`src/rtl/uart_rx_pkg.sv`:
```
package uart_rx_pkg;

  typedef enum logic [1:0] {
    ST_IDLE  = 2'd0,
    ST_START = 2'd1,
    ST_DATA  = 2'd2,
    ST_STOP  = 2'd3
  } rx_state_e;

  // two-of-three vote
  function automatic logic maj3(input logic a, input logic b, input logic c);
    return (a & b) | (a & c) | (b & c);
  endfunction

  // bit times in one character: start + data + stop
  function automatic int unsigned char_bits(input logic nine, input logic two);
    return 1 + (nine ? 9 : 8) + (two ? 2 : 1);
  endfunction

  // bit times of low needed to report a break
  function automatic int unsigned break_bits(input logic nine, input logic two);
    return 11 + (nine ? 1 : 0) + (two ? 1 : 0);
  endfunction

endpackage

```
`src/rtl/rx_sync.sv`:
```
module rx_sync #(
  parameter int STAGES = 2
) (
  input  logic clk,
  input  logic rst_n,
  input  logic din,
  output logic dout
);
  logic [STAGES-1:0] sr;

  always_ff @(posedge clk or negedge rst_n) begin
    if (!rst_n) sr <= {STAGES{1'b1}};
    else        sr <= {sr[STAGES-2:0], din};
  end

  assign dout = sr[STAGES-1];
endmodule

```
`src/rtl/rx_frame.sv`:
```
module rx_frame
  import uart_rx_pkg::*;
#(
  parameter int OSR   = 16,
  parameter int CNT_W = $clog2(OSR)
) (
  input  logic       clk,
  input  logic       rst_n,
  input  logic       tick,
  input  logic       rx,
  input  logic       nine,
  input  logic       two,
  output logic       done,
  output logic       stop_ok,
  output logic [8:0] frame_data,
  output logic       start_seen,
  output logic       in_idle
);
  localparam int MID = OSR / 2;

  rx_state_e        state;
  logic [CNT_W-1:0] s_cnt;
  logic             va, vb;
  logic [3:0]       bidx;
  logic             sidx;
  logic             stop_bad;
  logic [8:0]       sh;
  logic             nine_q, two_q;

  logic vote, at_mid, at_end, last_bit;

  assign vote     = maj3(va, vb, rx);
  assign at_mid   = (s_cnt == CNT_W'(MID));
  assign at_end   = (s_cnt == CNT_W'(OSR - 1));
  assign last_bit = (bidx == (nine_q ? 4'd8 : 4'd7));

  assign in_idle    = (state == ST_IDLE);
  assign start_seen = tick && in_idle && !rx;
  assign done       = tick && (state == ST_STOP) && at_end && (sidx == two_q);
  assign stop_ok    = !stop_bad;
  assign frame_data = sh;

  always_ff @(posedge clk or negedge rst_n) begin
    if (!rst_n) begin
      state    <= ST_IDLE;
      s_cnt    <= '0;
      va       <= 1'b1;
      vb       <= 1'b1;
      bidx     <= '0;
      sidx     <= 1'b0;
      stop_bad <= 1'b0;
      sh       <= '0;
      nine_q   <= 1'b0;
      two_q    <= 1'b0;
    end else if (tick) begin
      if (s_cnt == CNT_W'(MID - 2)) va <= rx;
      if (s_cnt == CNT_W'(MID - 1)) vb <= rx;
      s_cnt <= s_cnt + CNT_W'(1);
      case (state)
        ST_IDLE: begin
          s_cnt <= '0;
          if (!rx) begin
            state  <= ST_START;
            s_cnt  <= CNT_W'(1);
            sh     <= '0;
            nine_q <= nine;
            two_q  <= two;
          end
        end
        ST_START: begin
          if (at_mid && vote) begin
            state <= ST_IDLE;
            s_cnt <= '0;
          end else if (at_end) begin
            state <= ST_DATA;
            s_cnt <= '0;
            bidx  <= '0;
          end
        end
        ST_DATA: begin
          if (at_mid) sh[bidx] <= vote;
          if (at_end) begin
            s_cnt <= '0;
            if (last_bit) begin
              state    <= ST_STOP;
              sidx     <= 1'b0;
              stop_bad <= 1'b0;
            end else begin
              bidx <= bidx + 4'd1;
            end
          end
        end
        ST_STOP: begin
          if (at_mid && !vote) stop_bad <= 1'b1;
          if (at_end) begin
            s_cnt <= '0;
            if (sidx == two_q) state <= ST_IDLE;
            else               sidx  <= 1'b1;
          end
        end
        default: state <= ST_IDLE;
      endcase
    end
  end
endmodule

```
`src/rtl/rx_break.sv`:
```
module rx_break #(
  parameter int CNT_W = 8
) (
  input  logic             clk,
  input  logic             rst_n,
  input  logic             tick,
  input  logic             rx,
  input  logic             en,
  input  logic [CNT_W-1:0] thr,
  output logic             hit
);
  logic [CNT_W-1:0] low_cnt;

  always_ff @(posedge clk or negedge rst_n) begin
    if (!rst_n) low_cnt <= '0;
    else if (tick) begin
      if (!en || rx)          low_cnt <= '0;
      else if (low_cnt < thr) low_cnt <= low_cnt + CNT_W'(1);
    end
  end

  assign hit = tick && en && !rx && (low_cnt == thr - CNT_W'(1));
endmodule

```
`src/rtl/uart_rx_brk.sv`:
```
module uart_rx_brk
  import uart_rx_pkg::*;
#(
  parameter int OSR         = 16,
  parameter int SYNC_STAGES = 2
) (
  input  logic       clk,
  input  logic       rst_n,
  input  logic       sample_tick,
  input  logic       rxd,
  input  logic       nine_bit,
  input  logic       two_stop,
  input  logic       brk_det_en,
  input  logic       data_rd,
  input  logic       brk_clr,
  output logic [7:0] data_out,
  output logic       bit9_out,
  output logic       rx_ready,
  output logic       frame_err,
  output logic       brk_flag,
  output logic       rx_active
);
  localparam int CNT_W  = $clog2(OSR);
  localparam int IDLE_W = $clog2(12 * OSR + 1);
  localparam int BRK_W  = $clog2(13 * OSR + 1);

  logic       rx_s;
  logic       done, stop_ok, start_seen, in_idle;
  logic [8:0] frame_data;
  logic       brk_hit;
  logic       frame_ok, frame_bad, load_buf;
  logic       line_quiet, idle_reached;
  logic [IDLE_W-1:0] idle_cnt, idle_target;
  logic [BRK_W-1:0]  brk_thr;

  rx_sync #(.STAGES(SYNC_STAGES)) u_sync (
    .clk(clk), .rst_n(rst_n), .din(rxd), .dout(rx_s)
  );

  rx_frame #(.OSR(OSR), .CNT_W(CNT_W)) u_frame (
    .clk(clk), .rst_n(rst_n), .tick(sample_tick), .rx(rx_s),
    .nine(nine_bit), .two(two_stop), .done(done), .stop_ok(stop_ok),
    .frame_data(frame_data), .start_seen(start_seen), .in_idle(in_idle)
  );

  assign brk_thr = BRK_W'(break_bits(nine_bit, two_stop) * OSR);

  rx_break #(.CNT_W(BRK_W)) u_brk (
    .clk(clk), .rst_n(rst_n), .tick(sample_tick), .rx(rx_s),
    .en(brk_det_en), .thr(brk_thr), .hit(brk_hit)
  );

  assign frame_ok  = done && stop_ok && !brk_det_en;
  assign frame_bad = done && !stop_ok && !brk_det_en;
  assign load_buf  = frame_ok && (!rx_ready || data_rd);

  always_ff @(posedge clk or negedge rst_n) begin
    if (!rst_n) begin
      rx_ready  <= 1'b0;
      frame_err <= 1'b0;
      brk_flag  <= 1'b0;
      data_out  <= '0;
      bit9_out  <= 1'b0;
    end else begin
      if (load_buf) begin
        data_out <= frame_data[7:0];
        bit9_out <= frame_data[8];
      end
      if (frame_ok)     rx_ready <= 1'b1;
      else if (data_rd) rx_ready <= 1'b0;
      if (frame_bad)    frame_err <= 1'b1;
      else if (data_rd) frame_err <= 1'b0;
      if (brk_hit)      brk_flag <= 1'b1;
      else if (brk_clr) brk_flag <= 1'b0;
    end
  end

  // idle-line timer for the activity flag
  assign idle_target  = IDLE_W'(char_bits(nine_bit, two_stop) * OSR);
  assign line_quiet   = in_idle && rx_s;
  assign idle_reached = sample_tick && line_quiet && (idle_cnt == idle_target - IDLE_W'(1));

  always_ff @(posedge clk or negedge rst_n) begin
    if (!rst_n) begin
      idle_cnt  <= '0;
      rx_active <= 1'b0;
    end else begin
      if (sample_tick) begin
        if (!line_quiet)                idle_cnt <= '0;
        else if (idle_cnt < idle_target) idle_cnt <= idle_cnt + IDLE_W'(1);
      end
      if (start_seen)        rx_active <= 1'b1;
      else if (idle_reached) rx_active <= 1'b0;
    end
  end
endmodule

```
`config.mk`:
```
export PLATFORM = sky130hd
export DESIGN_NAME = uart_rx_brk
export DESIGN_NICKNAME = d
export VERILOG_FILES = /design/src/rtl/uart_rx_pkg.sv /design/src/rtl/rx_sync.sv /design/src/rtl/rx_frame.sv /design/src/rtl/rx_break.sv /design/src/rtl/uart_rx_brk.sv
export SDC_FILE = /design/constraint.sdc
export NUM_CORES = 1
export LEC_CHECK = 0
export BUFFER_PORTS_ARGS = -buffer_cell sky130_fd_sc_hd__buf_2
export CORE_MARGIN = 4
export CORE_UTILIZATION = 55
export DETAILED_ROUTE_END_ITERATION = 8
export HOLD_SLACK_MARGIN = 0.06
export PLACE_DENSITY = 0.8
export SYNTH_ARGS = -nofsm -noshare
export SYNTH_HDL_FRONTEND = slang
export SYNTH_SLANG_ARGS = --single-unit
```
`constraint.sdc`:
```
create_clock -name clk -period 1.96 [get_ports clk]
set_clock_uncertainty 0.15 [all_clocks]
set_input_delay 0.098 -clock clk [delete_from_list [all_inputs] [get_ports clk]]
set_output_delay 0.098 -clock clk [all_outputs]
set_load 0.005 [all_outputs]
```
**Word-level counts from Yosys, hierarchy flattened**

Index checks and enable logic that the tools add are counted.

- $add $sub $neg: 10
- Order comparisons: 4
- Eq/ne operators: 24
- Mux-type cells: 46
- Bitwise logic cells: 6
- Reduce and logical (&&, ||, !) cells: 46

Operators by type and width:

| kind | number |
|---|---|
| 8-bit 2-to-1 mux | 4 |
| 4-bit 2-to-1 mux | 7 |
| 1-bit logical AND | 19 |
| 9-bit 2-to-1 mux | 2 |
| 9-bit one-hot mux with 2 select lines | 1 |
| 1-bit 2-to-1 mux | 17 |
| 8-bit by 1-bit adder with 8-bit output, second input constant | 2 |
| 8-bit == test | 2 |
| 8-bit less-than comparator | 2 |
| 2-bit 2-to-1 mux | 8 |
| 2-bit nonzero test | 8 |
| 8-bit by 1-bit subtractor with 8-bit output, second input constant | 2 |
| 2-bit by 1-bit != test with 1-bit output, second input constant | 6 |
| 2-bit != test, second input constant | 6 |
| 4-bit one-hot mux with 3 select lines | 1 |
| 6-bit AND reduction | 2 |
| 9-bit bitwise mux | 1 |
| 4-bit by 1-bit adder with 4-bit output, second input constant | 2 |
| 4-bit by 3-bit == test with 1-bit output, second input constant | 2 |
| 4-bit == test, second input constant | 2 |
| 2-bit one-hot mux with 4 select lines | 1 |
| 4-bit one-hot mux with 2 select lines | 1 |
| 2-bit AND reduction | 4 |
| 7-bit AND reduction | 1 |
| 23 further kinds | 33 |

- Flip-flop bits (word level): 56
- Logic and storage cells: 155

**Logic depth before layout (Yosys ltp)**

- Word-level depth: 8
- Depth in mapped cells: 8
- Gate-level depth less buffers: 8

**By module**

Synthesis repeated with hierarchy kept, for this count alone.

- Cells, all modules: 376
- Area total of the unflattened synthesis: 3612.2 um2

Modules (own cells, without submodules):

| module | instances | cells an instance | area an instance (um2) | sequential area each (um2) |
|---|---|---|---|---|
| rx_frame | 1 | 157 | 1472.7 | 628.1 |
| uart_rx_brk | 1 | 111 | 1202.4 | 525.5 |
| rx_break | 1 | 106 | 884.6 | 200.2 |
| rx_sync | 1 | 2 | 52.6 | 52.6 |

**Worst setup path after synthesis**

OpenSTA, ideal clock, no wires.

- Kind: register to register
- Start point: register u_brk.low_cnt[5]
- End point: register u_brk.low_cnt[6]
- Arrival: 1.737 ns
- Setup slack: -0.013 ns
- Cell stages (with the launch flop): 6
- Buffers on the path: 0
- Cell sequence: dfrtp_1 > ha_1 > nor2b_1 > o31a_1 > or4_1 > o211ai_1

- Cells in the longest elaborated chain, start to end: 3
- Elaborated cells on any way between the ends: 6
- Those cells by class: add/sub (1); order compare (1); mux (2); reduce/logical (2)

RTL lines:

| element | line | RTL |
|---|---|---|
| start, declared | rx_break.sv:12 | `logic [CNT_W-1:0] low_cnt;` |
| start signal, assigned | rx_break.sv:18 | `else if (low_cnt < thr) low_cnt <= low_cnt + CNT_W'(1);` |
| 8-bit by 1-bit adder with 8-bit output / 8-bit less-than comparator (equally long branches) | rx_break.sv:18 |  |
| 8-bit 2-to-1 mux / 2-bit nonzero test (equally long branches) | n/a |  |
| 8-bit 2-to-1 mux / 2-bit AND reduction (equally long branches) | n/a |  |

Several ways; a longest one is shown, not always the timed one. The select of a mux whose other input is x is not followed.
A chain may end at the register's enable or synchronous reset.

**Worst setup path in the final report**

Same ends and word-level chain as after synthesis.

==> results.toml <==
[cells_and_area]
fin_util_pct = 70.5
drive_gt1_share_pct = 31.1
nets = 409
syn2layout_area_growth_pct = 21.3
antennaDiodeCount = 0
nFillCells = 399
multiInputGateArea_sq_um = 1840
regArea_sq_um = 1410
stdcell_count = 455

[detailed_routing]
ant_nets = 0
routedWlPerCell_um = 16.3
dr.pass1.iters = 4
viasPerCell = 6.05
route.detailed.drc = 0
drt-total-wl_um = 7440
drt_iter0_drc = 187
vias = 2753

[die]
die_y_um = 85.4
core_sq_um = 5680
start_util_pct = 58.1
die-area_sq_um = 7300
die_w_um = 85.4
ios = 22
fp-row-count = 27

[hold_path]
hp-start = "brk_det_en"
hold_end = "u_brk.low_cnt[7]"
holdCritPathClass = "in2reg"
min_delay_path_depth = 4

[synth]
netlist_top_cells_area = "dfrtp_1, ha_1, mux2_2, dfstp_2, nand2_1"
synthArstFlopShare_pct = 100
ys_ff_latch = 56
yosysWarnings = 0
yosysTopAreaCell = "dfrtp_1"
synthFlopType = "dfrtp_1"
ys_seq_area_share_pct = 42.6
syn_inst = 320
synth_edf_count = 0
synth_top_cell_area_share_pct = 39.5
syn_avg_cell_area_sq_um = 10.3
syn_area_sq_um = 3300
syn_nets = 347
synthDistinctLibCells = 65

[global_route]
antenna_found_initial = 0
grt_use_total_pct = 20.6
grt_pass1_wl_um = 12400
grt_overflow = 0
grt_max_degree = 57
grt_pass1_vias = 2755

[pwr]
ir_drop_v = 0.000618
switching_share_pct = 36.4
share_comb_of_total_power_pct = 36.1
p_per_area_nw_per_um2 = 916
seqPwrFrac_pct = 42.7
p_clk_share_pct = 21.3
switching_power_uw = 1330
power.leakage_uw = 0.00187
p_int_uw = 2330

[sta]
drv_slew = 0
final-setup-viol-count = 2
worst_pin_slew_ps = 377
hold_viol = 0
fin_crit_sh_pct = 101
postLayoutSetupSlackWorst_ps = -19.3
rsz0062_at_grt = "true"
finalSetupTns_ps = -37.9
fmax_mhz = 505
period_needed_ps = 1980
relSlewSlack_pct = 74.7

[clocking]
clk_latency_ps = 310
clk_path_buf_depth = 2
cts_tree = "yes"
numCtsBuffers = 5
clock-sinks = 56
clk_pin_slew_ps = 100
htreeDepth = 2
root_buffer = "clkbuf_8"

[run_status]
outcome = "finished with violations"
violations = "negative setup slack"

[placement]
portBuffers = 21
dpl.hpwl_um = 5060
gp_congestion = 0.829
post-place-cells = 436

[setup_path]
required_ps = 2050
path_class = "reg2reg"
reg2reg_from = "u_brk.low_cnt[5]"
reg2reg_to = "u_brk.low_cnt[6]"
r2r_slack_ps = -20
r2r.worst_path.cells = 5
end_kind = "flip-flop"
cp.arrival_ps = 2070
worstSetupStartpointType = "flip-flop"
path_max_fanout = 6

[flow_run]
cap_viol_max_count = 0
registers in the layout, summed over array words and instances (netlist names), 2 cells and up, named ones only:
name / count
u_frame.frame_data: 9
u_frame.bidx: 4
idle_cnt: 8
u_frame.s_cnt: 4
u_sync.sr: 2
u_brk.low_cnt: 8
data_out: 8
metal layers:
layer | up-vias | share of wire [%] | GRT usage [%]
met5 | - | 0 | 0
met4 | 0 | 1.3 | 7.77
met3 | 10 | 4.1 | 3.01
met2 | 71 | 49 | 33.4
met1 | 1352 | 46 | 27.8
li1 | 1320 | - | -
through the flow:
stage | cell area, sq um | setup WS (ps) | total power [uW] | hold WS, ps
2_1_floorplan | 3300 | -11.3 | 2380 | -348
3_3_place_gp | 3690 | -77.3 | 2770 | -31.1
3_5_place_dp | 3690 | -122 | 2830 | -29.5
4_1_cts | 3890 | -11.6 | 3630 | 75.9
5_1_grt | 4000 | -70.7 | 3900 | 111
6_report | 4000 | -19.3 | 3670 | 89.6
how the worst max path moves through the flow:
stage	startpoint	endpoint	slack (ps)	depth (start not counted)
after floorplan	u_brk.low_cnt[5]	u_brk.low_cnt[6]	-10	5
after global placement	nine_bit	u_brk.low_cnt[6]	-80	9
after detailed placement	nine_bit	u_brk.low_cnt[6]	-120	9
after CTS	u_brk.low_cnt[5]	u_brk.low_cnt[6]	-10	5
after global routing	u_brk.low_cnt[5]	u_brk.low_cnt[6]	-70	5
final	u_brk.low_cnt[5]	u_brk.low_cnt[6]	-20	5
area by class of cell:
cell class / instances / area share, %
clock buffers: 5 / 1.72
clock inverters: 3 / 1.19
inverters: 21 / 1.97
multi-input cells: 232 / 45.9
flip-flops and latches: 56 / 35.2
well taps: 72 / 2.25
repair buffers: 66 / 11.8
cell families after synthesis:
logic type | count (synthesis) | synth area share, %
buffers and inverters | 33 | 4.74
muxes | 16 | 5.80
and+or+nand+nor | 103 | 18.9
xor gates and xnor gates | 6 | 1.59
adders and majority gates | 19 | 7.13
DFF | 56 | 42.6
AOI/OAI and AO/OA | 87 | 19.2
power by group through the flow:
stage                     Clock, uW  Sequential (uW)  Combinational (uW)
after global routing            842             1590                1470
after detailed placement          0             1570                1250
after floorplan                   0             1490                 890
final                           779             1560                1320
after CTS                       795             1550                1290
after global placement            0             1560                1210
synthesized netlist by cell type (all sizes together) (5+ instances only):
library cell / count
dfrtp: 52
nand2: 25
inv: 20
ha: 18
o21ai: 17
a21oi: 15
mux2: 15
nand3: 15
nor2: 9
nor3: 9
buf: 8
a22o: 7
nand3b: 7
o211ai: 7
a21bo: 6
nor2b: 6
or4: 6
a21o: 5
xnor2: 5
placed cells by master (no fill, tap or decap), drive strengths merged, types with 3 or more instances in the layout:
cell         instances
a21bo                6
nand3b               7
clkbuf               5
nand2b               4
nor3                 9
or4                  6
nor2                 9
a22o                 7
mux2                15
inv                 20
nor2b                6
nor4                 3
clkinv               3
dfrtp               52
ha                  18
dlygate4sd3          7
xnor2                5
o21a                 3
a21o                 5
o211ai               8
nand2               25
dfstp                4
a211o                3
nand4                4
a21oi               15
o21ai               17
and3                 3
nand3               15
buf                 59
what timing repair did:
action                                 CTS  global route
hold buffers                             7             0
pin swaps                                1             6
gates resized for setup                  3            15
setup buffers                            0             3
setup endpoints to repair               19            30
endpoints found under the hold margin   63             0
gates cloned                             0             1
worst max-delay path, cell delays in order (launching register included):
cell and delay [ps]:
dfrtp_1 420, ha_1 290, nor2b_4 130, o31a_1 310, or4_1 520, o211ai_1 90
Power figures use the tool's default switching activity.
